==> config.mk <==
export PLATFORM = sky130hd
export DESIGN_NAME = flash_guard
export DESIGN_NICKNAME = d
export VERILOG_FILES = /design/src/rtl/flash_guard_pkg.sv /design/src/rtl/fg_region.sv /design/src/rtl/fg_timer.sv /design/src/rtl/fg_status.sv /design/src/rtl/flash_guard.sv
export SDC_FILE = /design/constraint.sdc
export NUM_CORES = 1
export LEC_CHECK = 0
export CAP_MARGIN = 25
export CORE_MARGIN = 2
export CORE_UTILIZATION = 50
export CTS_BUF_LIST = sky130_fd_sc_hd__clkbuf_4
export DETAILED_ROUTE_END_ITERATION = 10
export DONT_BUFFER_PORTS = 1
export SLEW_MARGIN = 30
export SYNTH_ARGS = -nofsm -noshare
export SYNTH_HDL_FRONTEND = slang
export SYNTH_HIERARCHICAL = 1
export SYNTH_SLANG_ARGS = --single-unit
==> constraint.sdc <==
create_clock -name clk_i -period 4.2 [get_ports clk_i]
set_clock_uncertainty 0.2 [all_clocks]
set_input_delay 0.63 -clock clk_i [delete_from_list [all_inputs] [get_ports clk_i]]
set_output_delay 0.63 -clock clk_i [all_outputs]
set_load 0.02 [all_outputs]
==> src/rtl/flash_guard_pkg.sv <==
package flash_guard_pkg;
  typedef enum logic [2:0] {
    OP_NONE, OP_PROG, OP_SECT, OP_BLK, OP_CHIP, OP_WRSR
  } wr_op_e;

  localparam int PAGE_BITS = 8;
  localparam int SECT_BITS = 12;
  localparam int BLK_BITS  = 15;

  localparam int ST_BUSY = 0;
  localparam int ST_WEL  = 1;
  localparam int ST_BP   = 2;
endpackage

==> src/rtl/fg_region.sv <==
module fg_region
  import flash_guard_pkg::*;
#(
  parameter int ADDR_W    = 17,
  parameter bit LARGE_ORG = 1'b1
) (
  input  logic [1:0]        bp_i,
  input  wr_op_e            op_i,
  input  logic [ADDR_W-1:0] addr_i,
  output logic              hit_o
);
  localparam logic [ADDR_W-1:0] PAGE_M = ADDR_W'((1 << PAGE_BITS) - 1);
  localparam logic [ADDR_W-1:0] SECT_M = ADDR_W'((1 << SECT_BITS) - 1);
  localparam logic [ADDR_W-1:0] BLK_M  = ADDR_W'((1 << BLK_BITS) - 1);

  logic [ADDR_W-1:0] span_m, span_end, lo;
  logic              array_op;

  always_comb begin
    unique case (op_i)
      OP_PROG: span_m = PAGE_M;
      OP_SECT: span_m = SECT_M;
      OP_BLK:  span_m = BLK_M;
      default: span_m = '1;
    endcase
  end

  assign span_end = addr_i | span_m;
  assign array_op = (op_i == OP_PROG) || (op_i == OP_SECT) ||
                    (op_i == OP_BLK)  || (op_i == OP_CHIP);

  // lowest protected address; region always runs to the top
  generate
    if (LARGE_ORG) begin : g_large
      always_comb begin
        unique case (bp_i)
          2'b01:   lo = {2'b11, {(ADDR_W-2){1'b0}}};
          2'b10:   lo = {1'b1,  {(ADDR_W-1){1'b0}}};
          default: lo = '0;
        endcase
      end
    end else begin : g_small
      assign lo = '0;
    end
  endgenerate

  assign hit_o = array_op && (bp_i != 2'b00) && (span_end >= lo);
endmodule

==> src/rtl/fg_timer.sv <==
module fg_timer #(
  parameter int PROG_CYCLES  = 100_000,
  parameter int ERASE_CYCLES = 2_000_000
) (
  input  logic clk_i,
  input  logic rst_ni,
  input  logic start_i,
  input  logic long_i,
  output logic busy_o,
  output logic done_o
);
  localparam int MAX_C = (PROG_CYCLES > ERASE_CYCLES) ? PROG_CYCLES : ERASE_CYCLES;
  localparam int CNT_W = $clog2(MAX_C + 1);

  logic [CNT_W-1:0] cnt_q;

  always_ff @(posedge clk_i or negedge rst_ni) begin
    if (!rst_ni)      cnt_q <= '0;
    else if (start_i) cnt_q <= long_i ? CNT_W'(ERASE_CYCLES) : CNT_W'(PROG_CYCLES);
    else if (cnt_q != '0) cnt_q <= cnt_q - 1'b1;
  end

  assign busy_o = (cnt_q != '0);
  assign done_o = (cnt_q == CNT_W'(1));


  busy_after_start_chk: assert property (@(posedge clk_i) disable iff (!rst_ni)
    start_i |=> busy_o);


  no_restart_chk: assert property (@(posedge clk_i) disable iff (!rst_ni)
    !(start_i && busy_o));
endmodule

==> src/rtl/fg_status.sv <==
module fg_status (
  input  logic       clk_i,
  input  logic       rst_ni,
  input  logic       set_wel_i,
  input  logic       clr_wel_i,
  input  logic       bp_we_i,
  input  logic [1:0] bp_d_i,
  output logic       wel_o,
  output logic [1:0] bp_o
);
  always_ff @(posedge clk_i or negedge rst_ni) begin
    if (!rst_ni)        wel_o <= 1'b0;
    else if (clr_wel_i) wel_o <= 1'b0;
    else if (set_wel_i) wel_o <= 1'b1;
  end

  always_ff @(posedge clk_i or negedge rst_ni) begin
    if (!rst_ni)      bp_o <= 2'b00;
    else if (bp_we_i) bp_o <= bp_d_i;
  end


  wel_clear_chk: assert property (@(posedge clk_i) disable iff (!rst_ni)
    clr_wel_i |=> !wel_o);
endmodule

==> src/rtl/flash_guard.sv <==
module flash_guard
  import flash_guard_pkg::*;
#(
  parameter int ADDR_W       = 17,
  parameter bit LARGE_ORG    = 1'b1,
  parameter int PROG_CYCLES  = 100_000,
  parameter int ERASE_CYCLES = 2_000_000
) (
  input  logic              clk_i,
  input  logic              rst_ni,
  input  logic              wren_i,
  input  logic              wrdi_i,
  input  logic              prog_i,
  input  logic              sect_erase_i,
  input  logic              blk_erase_i,
  input  logic              chip_erase_i,
  input  logic              wrsr_i,
  input  logic [ADDR_W-1:0] addr_i,
  input  logic [1:0]        sr_bp_i,
  input  logic              wp_ni,
  output logic              grant_o,
  output logic              reject_o,
  output logic              busy_o,
  output logic [7:0]        status_o
);
  wr_op_e     op;
  logic       idle, req, deny, accept, refuse, hit;
  logic       wel, done, t_start, t_long, sr_we;
  logic [1:0] bp;
  logic [6:0] strb;

  assign strb = {wren_i, wrdi_i, prog_i, sect_erase_i, blk_erase_i, chip_erase_i, wrsr_i};

  always_comb begin
    if (prog_i)            op = OP_PROG;
    else if (sect_erase_i) op = OP_SECT;
    else if (blk_erase_i)  op = OP_BLK;
    else if (chip_erase_i) op = OP_CHIP;
    else if (wrsr_i)       op = OP_WRSR;
    else                   op = OP_NONE;
  end

  assign idle    = !busy_o;
  assign req     = idle && (op != OP_NONE);
  assign deny    = !wel || hit || ((op == OP_WRSR) && !wp_ni);
  assign accept  = req && !deny;
  assign refuse  = req && deny;
  assign sr_we   = accept && (op == OP_WRSR);
  assign t_start = accept && (op != OP_WRSR);
  assign t_long  = (op != OP_PROG);

  fg_region #(.ADDR_W(ADDR_W), .LARGE_ORG(LARGE_ORG)) u_region (
    .bp_i(bp), .op_i(op), .addr_i(addr_i), .hit_o(hit)
  );

  fg_timer #(.PROG_CYCLES(PROG_CYCLES), .ERASE_CYCLES(ERASE_CYCLES)) u_timer (
    .clk_i(clk_i), .rst_ni(rst_ni), .start_i(t_start), .long_i(t_long),
    .busy_o(busy_o), .done_o(done)
  );

  fg_status u_status (
    .clk_i(clk_i), .rst_ni(rst_ni),
    .set_wel_i(idle && wren_i),
    .clr_wel_i((idle && wrdi_i) || refuse || sr_we || done),
    .bp_we_i(sr_we), .bp_d_i(sr_bp_i),
    .wel_o(wel), .bp_o(bp)
  );

  always_ff @(posedge clk_i or negedge rst_ni) begin
    if (!rst_ni) begin
      grant_o  <= 1'b0;
      reject_o <= 1'b0;
    end else begin
      grant_o  <= accept;
      reject_o <= refuse;
    end
  end

  assign status_o = {4'b0000, bp, wel, busy_o};


  cmd_onehot_chk: assert property (@(posedge clk_i) disable iff (!rst_ni)
    $onehot0(strb));


  grant_reject_excl_chk: assert property (@(posedge clk_i) disable iff (!rst_ni)
    !(grant_o && reject_o));


  no_wel_reject_chk: assert property (@(posedge clk_i) disable iff (!rst_ni)
    ($onehot0(strb) && (op != OP_NONE) && !busy_o && !status_o[ST_WEL]) |=> reject_o);


  wp_lock_chk: assert property (@(posedge clk_i) disable iff (!rst_ni)
    (wrsr_i && !wp_ni && $onehot0(strb)) |=> (!grant_o && $stable(status_o[3:2])));


  chip_guard_chk: assert property (@(posedge clk_i) disable iff (!rst_ni)
    (chip_erase_i && $onehot0(strb) && !busy_o && (status_o[3:2] != 2'b00)) |=> reject_o);


  busy_ignore_chk: assert property (@(posedge clk_i) disable iff (!rst_ni)
    (busy_o && (strb != '0)) |=> (!grant_o && !reject_o && $stable(status_o[3:2])));


  sr_no_busy_chk: assert property (@(posedge clk_i) disable iff (!rst_ni)
    (grant_o && $past(wrsr_i)) |-> !busy_o);
endmodule

==> run summary, run 1 <==
gr ovfl total: 0
reg-to-reg endpoint: u_timer/cnt_q[18]
run status: complete, no violations
share of cells above drive strength 1: 14.5%
total CTS buffers: 3
crit-path max cell delay: 0.59 ns
reg2reg start: u_timer/cnt_q[0]
vias in the first global route: 1439
post-CTS setup buffer count: 0
max_slew headroom: 59.6%
Clock transition at path regs: 0.13 ns
Die X: 64.0 um
worst slack, placed: 0.348 ns
fin cells: 239
chip height: 64.0 um
Min-Delay Path Class: in -> reg
Vias: 1430
CP Launch Type: register
Slowest-stage cell, CP: or4b_2
num rows: 21
commonest cells in the netlist: dfrtp_1, nor2_1, a21oi_1
crit path cell chain: inv_1 > ha_1 > or4b_2 > nor3_1 > nand3_1 > buf_4 > a21oi_1 > and3b_1 > buf_4 > a21o_1 > a22oi_1
setup_tns: 0 ns
Area growth syn-to-layout: 3.55%
fin crit period: 3.67 ns
DRC violations left: 0
Setup Viol. Count Final: 0
area share of the leading cell type in the synthesized netlist: 36.2%
Syn Std Cell Area: 1800 um^2
WL final: 3750 um
Starting Density: 53.1%
GRT Util Overall: 20.1%
nets: 229
detailed placer's ending HPWL: 2810 um
EDFF count, synth: 0
Worst Setup End Kind: register
CTS root buffer: clkbuf_4
Die ar.: 4090 um^2
cell taking the most area after synthesis: dfrtp_1
count leader, synth: dfrtp_1
asr flop ratio synth: 100%
port buffer count: 0
pin count of the biggest net entering global routing: 27
CP Class: reg -> reg
DR iter-0 viols: 69
Synth Warn #: 6
power per cell area: 205 nW/um^2
worst path setup slack after routing: 0.534 ns
CTS H-tree lvls: 1
P_leak: 0.658 nW
final antenna diode count: 0
critical path arrival: 3.66 ns
RSZ-0062 raised after global routing: no
Final Cycle Share: 87.3%
sequential fraction of the synthesis area: 36.2%
most frequent CP cell: buf_4
#FFs+latches synth: 26
clock tree sinks: 26
commonest register cell after synthesis: dfrtp_1
core area: 3390 um^2
worst slew pin tran: 0.600 ns
Post-Synthesis Cells: 191
hold path depth: 1
fill count: 334
Routed wire per std cell: 15.7 um
Synth cell types: 56
fin. max-slew vios: 0
Hold Path End: u_status/bp_o[1]
dpl cells: 233
CTS tree: yes
Synth area leaders: dfrtp_1, ha_1, nor2_1, mux2_2, a21oi_1
vias per inst: 5.98
Max FO, Critical Path: 11
max cap viols: 0
CTS Buffer Depth: 2
# IOs: 40
Worst IR Drop VDD: 189 uV
Post-DRT Antenna Nets: 0
1st-pass router iterations: 4
Final Hold Viols: 0
hold path startpoint: sr_bp_i[1]
critical path required time: 4.19 ns
antenna violations before repair: 0
syn_area_per_cell: 9.42 um^2
reg2reg path depth: 11
FMAX: 0.273 GHz
global-route wire length before repair: 6510 um
GPL Wtd Cong: 0.777
R2R Setup Slk: 0.53 ns
clk_lat worst skew: 0.33 ns
-- worst max-delay path by stage --
| stage | from | endpoint | slack (ns) | depth (start not counted) |
|---|---|---|---|---|
| finish | u_timer/cnt_q[0] | u_timer/cnt_q[18] | 0.53 | 11 |
| global route | u_timer/cnt_q[0] | u_timer/cnt_q[18] | 0.39 | 11 |
| CTS | u_timer/cnt_q[0] | u_timer/cnt_q[18] | 0.58 | 11 |
| detailed placement | chip_erase_i | u_timer/cnt_q[18] | 0.35 | 14 |
| global placement | chip_erase_i | u_timer/cnt_q[18] | 0.45 | 14 |
| floorplan | chip_erase_i | u_timer/cnt_q[16] | 0.49 | 15 |
-- flip-flops by register name, summed over array words and instances, names as in the netlist --
signal / flops
u_timer/cnt_q: 21
reject_o: 1
u_status/bp_o: 2
grant_o: 1
u_status/wel_o: 1
-- routing by layer --
| layer | wire length (um) | GRT usage [%] | share of wire [%] |
|---|---|---|---|
| met5 | 0 | 0 | 0 |
| met4 | 19 | 1.90 | 0.51 |
| met3 | 145 | 5.28 | 3.9 |
| met2 | 1860 | 34.1 | 50 |
| met1 | 1720 | 26.5 | 46 |
-- placed cells by master, fill, tap and decap left out, drive strengths merged, types with 2 or more instances in the layout --
| master | count |
|---|---|
| nand2 | 7 |
| nor4 | 5 |
| a21oi | 13 |
| nor2b | 8 |
| or3 | 8 |
| o31ai | 6 |
| nand2b | 3 |
| and2 | 3 |
| o41ai | 2 |
| inv | 8 |
| ha | 6 |
| a211oi | 2 |
| a21boi | 2 |
| nand3 | 6 |
| nor2 | 19 |
| o21ai | 6 |
| conb | 4 |
| a22oi | 4 |
| or4 | 6 |
| mux2 | 7 |
| clkbuf | 3 |
| nor3b | 2 |
| buf | 5 |
| dfrtp | 26 |
| nor3 | 8 |
| or4b | 2 |
-- worst max-delay path, delay by kind of cell, from the launching register on --
kind | cells | cell delay, ns
compound gates | 3 | 0.55
fa+ha+maj | 1 | 0.20
flops | 1 | 0.45
simple gates | 4 | 1.53
buf+inv | 3 | 0.60
-- per-stage QoR --
step,hold WS [ns],util [%],instance area (um^2),power (W)
finish,0.252,55.0,1860,0.000383
detailed placement,0.135,53.3,1810,0.000268
CTS,0.242,55.0,1860,0.000388
floorplan,0.134,-,1810,0.000270
global placement,0.135,53.3,1810,0.000268
global route,0.223,55.0,1860,0.000403
-- layout make-up --
| cell class | instances | area (um^2) | area share (%) |
|---|---|---|---|
| Tap cell | 46 | 57.6 | 3.09 |
| Sequential cell | 26 | 651 | 34.9 |
| Multi-Input combinational cell | 149 | 1040 | 55.7 |
| Inverter | 8 | 30.0 | 1.61 |
| Timing Repair Buffer | 6 | 60.1 | 3.22 |
| Clock buffer | 3 | 22.5 | 1.21 |
| Clock inverter | 1 | 3.75 | 0.201 |
-- power by group --
| part | total [W] | leakage (nW) | internal (W) | switching [W] |
|---|---|---|---|---|
| logic | 0.0000204 | 0.358 | 0.00000679 | 0.0000136 |
| clock network | 0.000112 | 0.0154 | 0.0000349 | 0.0000768 |
| registers | 0.000251 | 0.285 | 0.000250 | 0.000000220 |
| total | 0.000383 | 0.658 | 0.000292 | 0.0000907 |
-- cell families after synthesis --
group	share of synthesized area, %
multiplexers	4.94
flip-flops	36.2
buffers and inverters	6.75
adder cells (fa/ha/maj)	4.17
other	0.208
AND/OR/NAND/NOR	28.2
AO/OA/AOI/OAI	19.1
XOR/XNOR	0.487
-- repair_timing --
item,4_1_cts,5_1_grt
hold endpoints to repair,26,0
hold buffers,2,0
resized for setup,0,0
Note: power is estimated with default switching activity, not from simulation.
==> run 2: changes to the inputs <==
Settings changed: CORE_UTILIZATION 50 to 37, RECOVER_POWER set to 100.
==> run summary, run 2 (synthesis gave the netlist of run 1 again) <==
Worst IR Drop VDD: 76.4 uV
Post-DRT Antenna Nets: 0
DR iter-0 viols: 34
Worst Setup End Kind: register
reg2reg start: u_timer/cnt_q[0]
Die X: 73.7 um
Final Cycle Share: 87.7%
vias in the first global route: 1357
1st-pass router iterations: 4
global-route layer with the greatest usage: met2
critical path required time: 4.22 ns
area taken by multi-input logic gates: 1030 um^2
Final Hold Viols: 0
max cap viols: 0
reg2reg path depth: 11
Area growth syn-to-layout: 2.36%
CTS resizes: 0
total power: 0.000377 W
RSZ-0062 raised after global routing: no
num rows: 25
global-route wire length before repair: 6160 um
CTS root buffer: clkbuf_4
worst slew pin tran: 1.41 ns
met3 usage: 1.65%
vias per inst: 5.74
FMAX: 0.272 GHz
FF/Latch Area: 651 um^2
Hold Buf Count CTS: 2
switching share of total power: 22.9%
fin cells: 247
post-CTS setup buffer count: 0
leading cell type in the layout, fill and taps excluded: dfrtp_1
fin crit period: 3.68 ns
# IOs: 40
most frequent cells in the layout: dfrtp_1, nor2_1, a21oi_1, inv_1, nor2b_1
hold path depth: 1
Clock transition at path regs: 0.14 ns
CTS Buffer Depth: 2
DRC violations left: 0
clk_lat worst skew: 0.31 ns
power per cell area: 204 nW/um^2
M1 GR Usage: 20.0%
CTS tree: yes
reg-to-reg endpoint: u_timer/cnt_q[6]
fill count: 477
pin count of the biggest net entering global routing: 27
Min-Delay Path Class: in -> reg
Vias: 1418
P_leak: 0.645 nW
clock tree sinks: 26
CTS H-tree lvls: 1
chip height: 73.7 um
total CTS buffers: 3
port buffer count: 0
critical path arrival: 3.70 ns
CP Class: reg -> reg
clock share of power: 28.6%
GRT Util Overall: 14.3%
R2R Setup Slk: 0.52 ns
max_slew headroom: 5.81%
detailed placer's ending HPWL: 2630 um
run status: complete, no violations
NetSw: 0.0000864 W
hold path startpoint: sr_bp_i[0]
met2 Track Usage GR: 22.6%
Combinational Power Share: 4.8%
Setup Viol. Count Final: 0
WL final: 3590 um
Starting Density: 38.3%
Die ar.: 5440 um^2
Top reg by flops: u_timer/cnt_q
Routed wire per std cell: 14.5 um
max FFs per register: 21
top flop regs: u_timer/cnt_q (21), u_status/bp_o (2)
setup_tns: 0 ns
Reg power frac: 66.6%
CP Launch Type: register
final antenna diode count: 0
share of cells above drive strength 1: 12.4%
Hold Path End: u_status/bp_o[0]
nets: 229
GPL Wtd Cong: 0.764
gr ovfl total: 0
core area: 4690 um^2
Pint: 0.000290 W
Max FO, Critical Path: 22
Final Util: 39.3%
dpl cells: 241
antenna violations before repair: 0
fin. max-slew vios: 0
[run 2: worst max-delay path by stage]
stage / startpoint / end / slack, ns
floorplan: chip_erase_i / u_timer/cnt_q[16] / 0.49
global placement: chip_erase_i / u_timer/cnt_q[18] / 0.54
detailed placement: chip_erase_i / u_timer/cnt_q[6] / 0.52
CTS: u_timer/cnt_q[0] / u_timer/cnt_q[6] / 0.74
global route: u_timer/cnt_q[0] / u_timer/cnt_q[18] / 0.25
finish: u_timer/cnt_q[0] / u_timer/cnt_q[6] / 0.52
[run 2: power groups by stage]
stage / sequential (W) / combinational [W] / clock, W
final: 0.000251 / 0.0000181 / 0.000108
after global routing: 0.000251 / 0.0000209 / 0.000126
after CTS: 0.000251 / 0.0000210 / 0.000119
after detailed placement: 0.000255 / 0.0000127 / 0
after global placement: 0.000255 / 0.0000124 / 0
after floorplan: 0.000255 / 0.0000145 / 0
[run 2: critical path: stages (launching register included)]
cell and delay [ns]:
dfrtp_1 0.46, inv_1 0.14, ha_1 0.19, or4b_2 0.58, nor3_1 0.33, nand3_1 0.15
clkbuf_1 0.33, a21oi_1 0.32, and3b_1 0.25, buf_4 0.28, nor2b_1 0.07, mux2_1 0.28
[run 2: per-stage QoR]
| step | hold WS, ns | area (um^2) | setup WS, ns |
|---|---|---|---|
| 2_1_floorplan | 0.134 | 1810 | 0.487 |
| 3_3_place_gp | 0.135 | 1820 | 0.538 |
| 3_5_place_dp | 0.135 | 1820 | 0.515 |
| 4_1_cts | 0.239 | 1870 | 0.742 |
| 5_1_grt | 0.225 | 1840 | 0.248 |
| 6_report | 0.255 | 1840 | 0.517 |
[run 2: per-layer routing]
layer | vias to the layer above | share of wire (%) | wire length (um)
met4 | 0 | 1.5 | 54
li1 | 709 | - | -
met3 | 4 | 2.2 | 78
met5 | - | 0 | 0
met2 | 20 | 47 | 1700
met1 | 685 | 49 | 1760
[run 2: area by class of cell]
type / instances / area share (%)
Inverter: 8 / 1.63
Tap cell: 54 / 3.67
Timing Repair Buffer: 6 / 2.17
Sequential cell: 26 / 35.3
Clock buffer: 3 / 1.22
Clock inverter: 1 / 0.204
Multi-Input combinational cell: 149 / 55.8
==> run 3: changes to the inputs <==
Settings changed: ABC_AREA set to 1.
==> run summary, run 3 <==
run status: complete, no violations
detailed placer's ending HPWL: 3260 um
met3 usage: 3.22%
Die X: 78.2 um
total CTS buffers: 3
Pint: 0.000376 W
Final Cycle Share: 80.0%
power per cell area: 238 nW/um^2
Final Util: 39.3%
clock share of power: 34.7%
chip height: 78.2 um
worst slew pin tran: 1.48 ns
met2 Track Usage GR: 25.3%
area taken by multi-input logic gates: 1100 um^2
share of cells above drive strength 1: 18.1%
Area growth syn-to-layout: 4.11%
# IOs: 40
CTS tree: yes
Synth Area in Adders: 3.68%
EDFF count, synth: 0
top flop regs: u_timer/cnt_q (21), u_status/bp_o (2)
P_leak: 1.11 nW
Setup Viol. Count Final: 0
pin count of the biggest net entering global routing: 27
antenna violations before repair: 0
Combinational Power Share: 11.3%
FF/Latch Area: 651 um^2
vias in the first global route: 1637
count leader, synth: nand2_1
Syn Std Cell Area: 2040 um^2
port buffer count: 0
sequential fraction of the synthesis area: 31.9%
Synth area leaders: dfrtp_1, nand2_1, inv_1, nor2_1, nor2_2
CP Launch Type: input pin
Die ar.: 6120 um^2
Compound-Gate Fraction of Synth Area: 5.65%
commonest register cell after synthesis: dfrtp_1
Clock transition at path regs: 0.16 ns
Vias: 1681
fill count: 589
1st-pass router iterations: 4
Max FO, Critical Path: 16
M1 GR Usage: 19.2%
critical path required time: 4.24 ns
Starting Density: 37.7%
global-route layer with the greatest usage: met2
clock tree sinks: 26
Post-Synthesis Cells: 285
fin cells: 360
Final Hold Viols: 0
fin crit period: 3.36 ns
Worst Setup End Kind: register
cell taking the most area after synthesis: dfrtp_1
RSZ-0062 raised after global routing: no
area share of the leading cell type in the synthesized netlist: 31.9%
max cap viols: 0
DR iter-0 viols: 99
#FFs+latches synth: 26
leading cell type in the layout, fill and taps excluded: nand2_1
GPL Wtd Cong: 0.854
gr ovfl total: 0
Synth cell types: 33
setup_tns: 0 ns
Post-DRT Antenna Nets: 0
max FFs per register: 21
mux contribution to synthesized area: 0%
simple-gate portion of the synthesized area: 45.3%
CTS Buffer Depth: 2
NetSw: 0.000129 W
vias per inst: 4.67
global-route wire length before repair: 7280 um
commonest cells in the netlist: nand2_1, inv_1, nor2_1
switching share of total power: 25.5%
max_slew headroom: 1.13%
num rows: 27
largest family of logic cells by synthesized area: simple AND/OR/NAND/NOR gates
Min-Delay Path Class: in -> reg
DRC violations left: 0
most frequent cells in the layout: nand2_1, inv_1, nor2_1, dfrtp_1, nand3_1
core area: 5410 um^2
Reg power frac: 53.9%
asr flop ratio synth: 100%
final antenna diode count: 0
GRT Util Overall: 14.9%
nets: 324
CTS H-tree lvls: 1
Routed wire per std cell: 11.7 um
fin. max-slew vios: 0
CP Class: in -> reg
Synth Warn #: 6
FMAX: 0.298 GHz
CTS root buffer: clkbuf_4
dpl cells: 354
XOR/XNOR Fraction of Synth Area: 0.859%
WL final: 4200 um
syn_area_per_cell: 7.15 um^2
clk_lat worst skew: 0.34 ns
critical path arrival: 3.40 ns
Worst IR Drop VDD: 182 uV
Top reg by flops: u_timer/cnt_q
-- run 3: cell count changes in the layout (fill, tap and decap cells not counted), sizes merged, moves of 17 or more --
cell,change
inv,+46
nand2,+72
nand3,+17
nor2,+35
-- run 3: per-layer routing --
layer  routed length (um)  up-vias
li1                     -      867
met1                 2000      778
met2                 1980       32
met3                  168        4
met4                   46        0
met5                    0        -
-- run 3: cell families after synthesis --
family,after synthesis
other,1
DFF,26
xor gates and xnor gates,2
AOI/OAI and AO/OA,17
and+or+nand+nor,172
buffers and inverters,61
adders and majority gates,6
-- run 3: repair_timing --
item                                   in CTS  in global routing
gates resized for setup                     0                  0
endpoints found under the hold margin      26                  0
setup buffers                               0                  0
hold buffers                                2                  0
-- run 3: worst max-delay path, cell delays in order --
cell	delay, ns
inv_1	0.03
nand2_1	0.05
a21oi_1	0.23
or2_2	0.15
inv_1	0.05
nand2_2	0.06
nand2_1	0.06
or2_1	0.21
ha_1	0.27
nand2_1	0.05
a21oi_1	0.13
nor2_1	0.09
nand2_4	0.08
nor3_1	0.05
inv_1	0.45
nand4_1	0.42
inv_1	0.30
nor2_1	0.08
-- run 3: layout make-up --
| cell class | count | share of cell area [%] |
|---|---|---|
| clock buffers | 3 | 1.06 |
| multi-input cells | 201 | 52.1 |
| well taps | 72 | 4.25 |
| clock inverters | 1 | 1.42 |
| inverters | 54 | 9.55 |
| repair buffers | 3 | 1.00 |
| flip-flops and latches | 26 | 30.7 |
-- run 3: through the flow --
stage          total power [W]  setup slack [ns]  area, um^2  hold WS, ns
2_1_floorplan         0.000324              1.21        2050        0.134
3_3_place_gp          0.000329             0.769        2100        0.135
3_5_place_dp          0.000330             0.760        2100        0.135
4_1_cts               0.000519              1.13        2180        0.202
5_1_grt               0.000537             0.502        2120        0.198
6_report              0.000505             0.841        2120        0.216
-- run 3: worst paths after layout --
check,slack [ns],cells after the start,to,start
min in group asynchronous,0.98,2,u_timer/cnt_q[11],rst_ni
min,0.22,2,u_status/bp_o[1],sr_bp_i[1]
max reg2reg,1.09,13,u_timer/cnt_q[11],u_status/bp_o[1]
max,0.84,18,u_timer/cnt_q[11],chip_erase_i
min reg2reg,0.40,3,u_timer/cnt_q[2],u_timer/cnt_q[2]
max in group asynchronous,1.95,2,u_timer/cnt_q[4],rst_ni
-- run 3: power by group through the flow --
stage                     logic (W)  clock network, W  registers, W
after floorplan           0.0000510                 0      0.000273
after global placement    0.0000519                 0      0.000277
after detailed placement  0.0000532                 0      0.000277
after CTS                 0.0000619          0.000185      0.000272
after global routing      0.0000663          0.000197      0.000274
final                     0.0000572          0.000175      0.000272
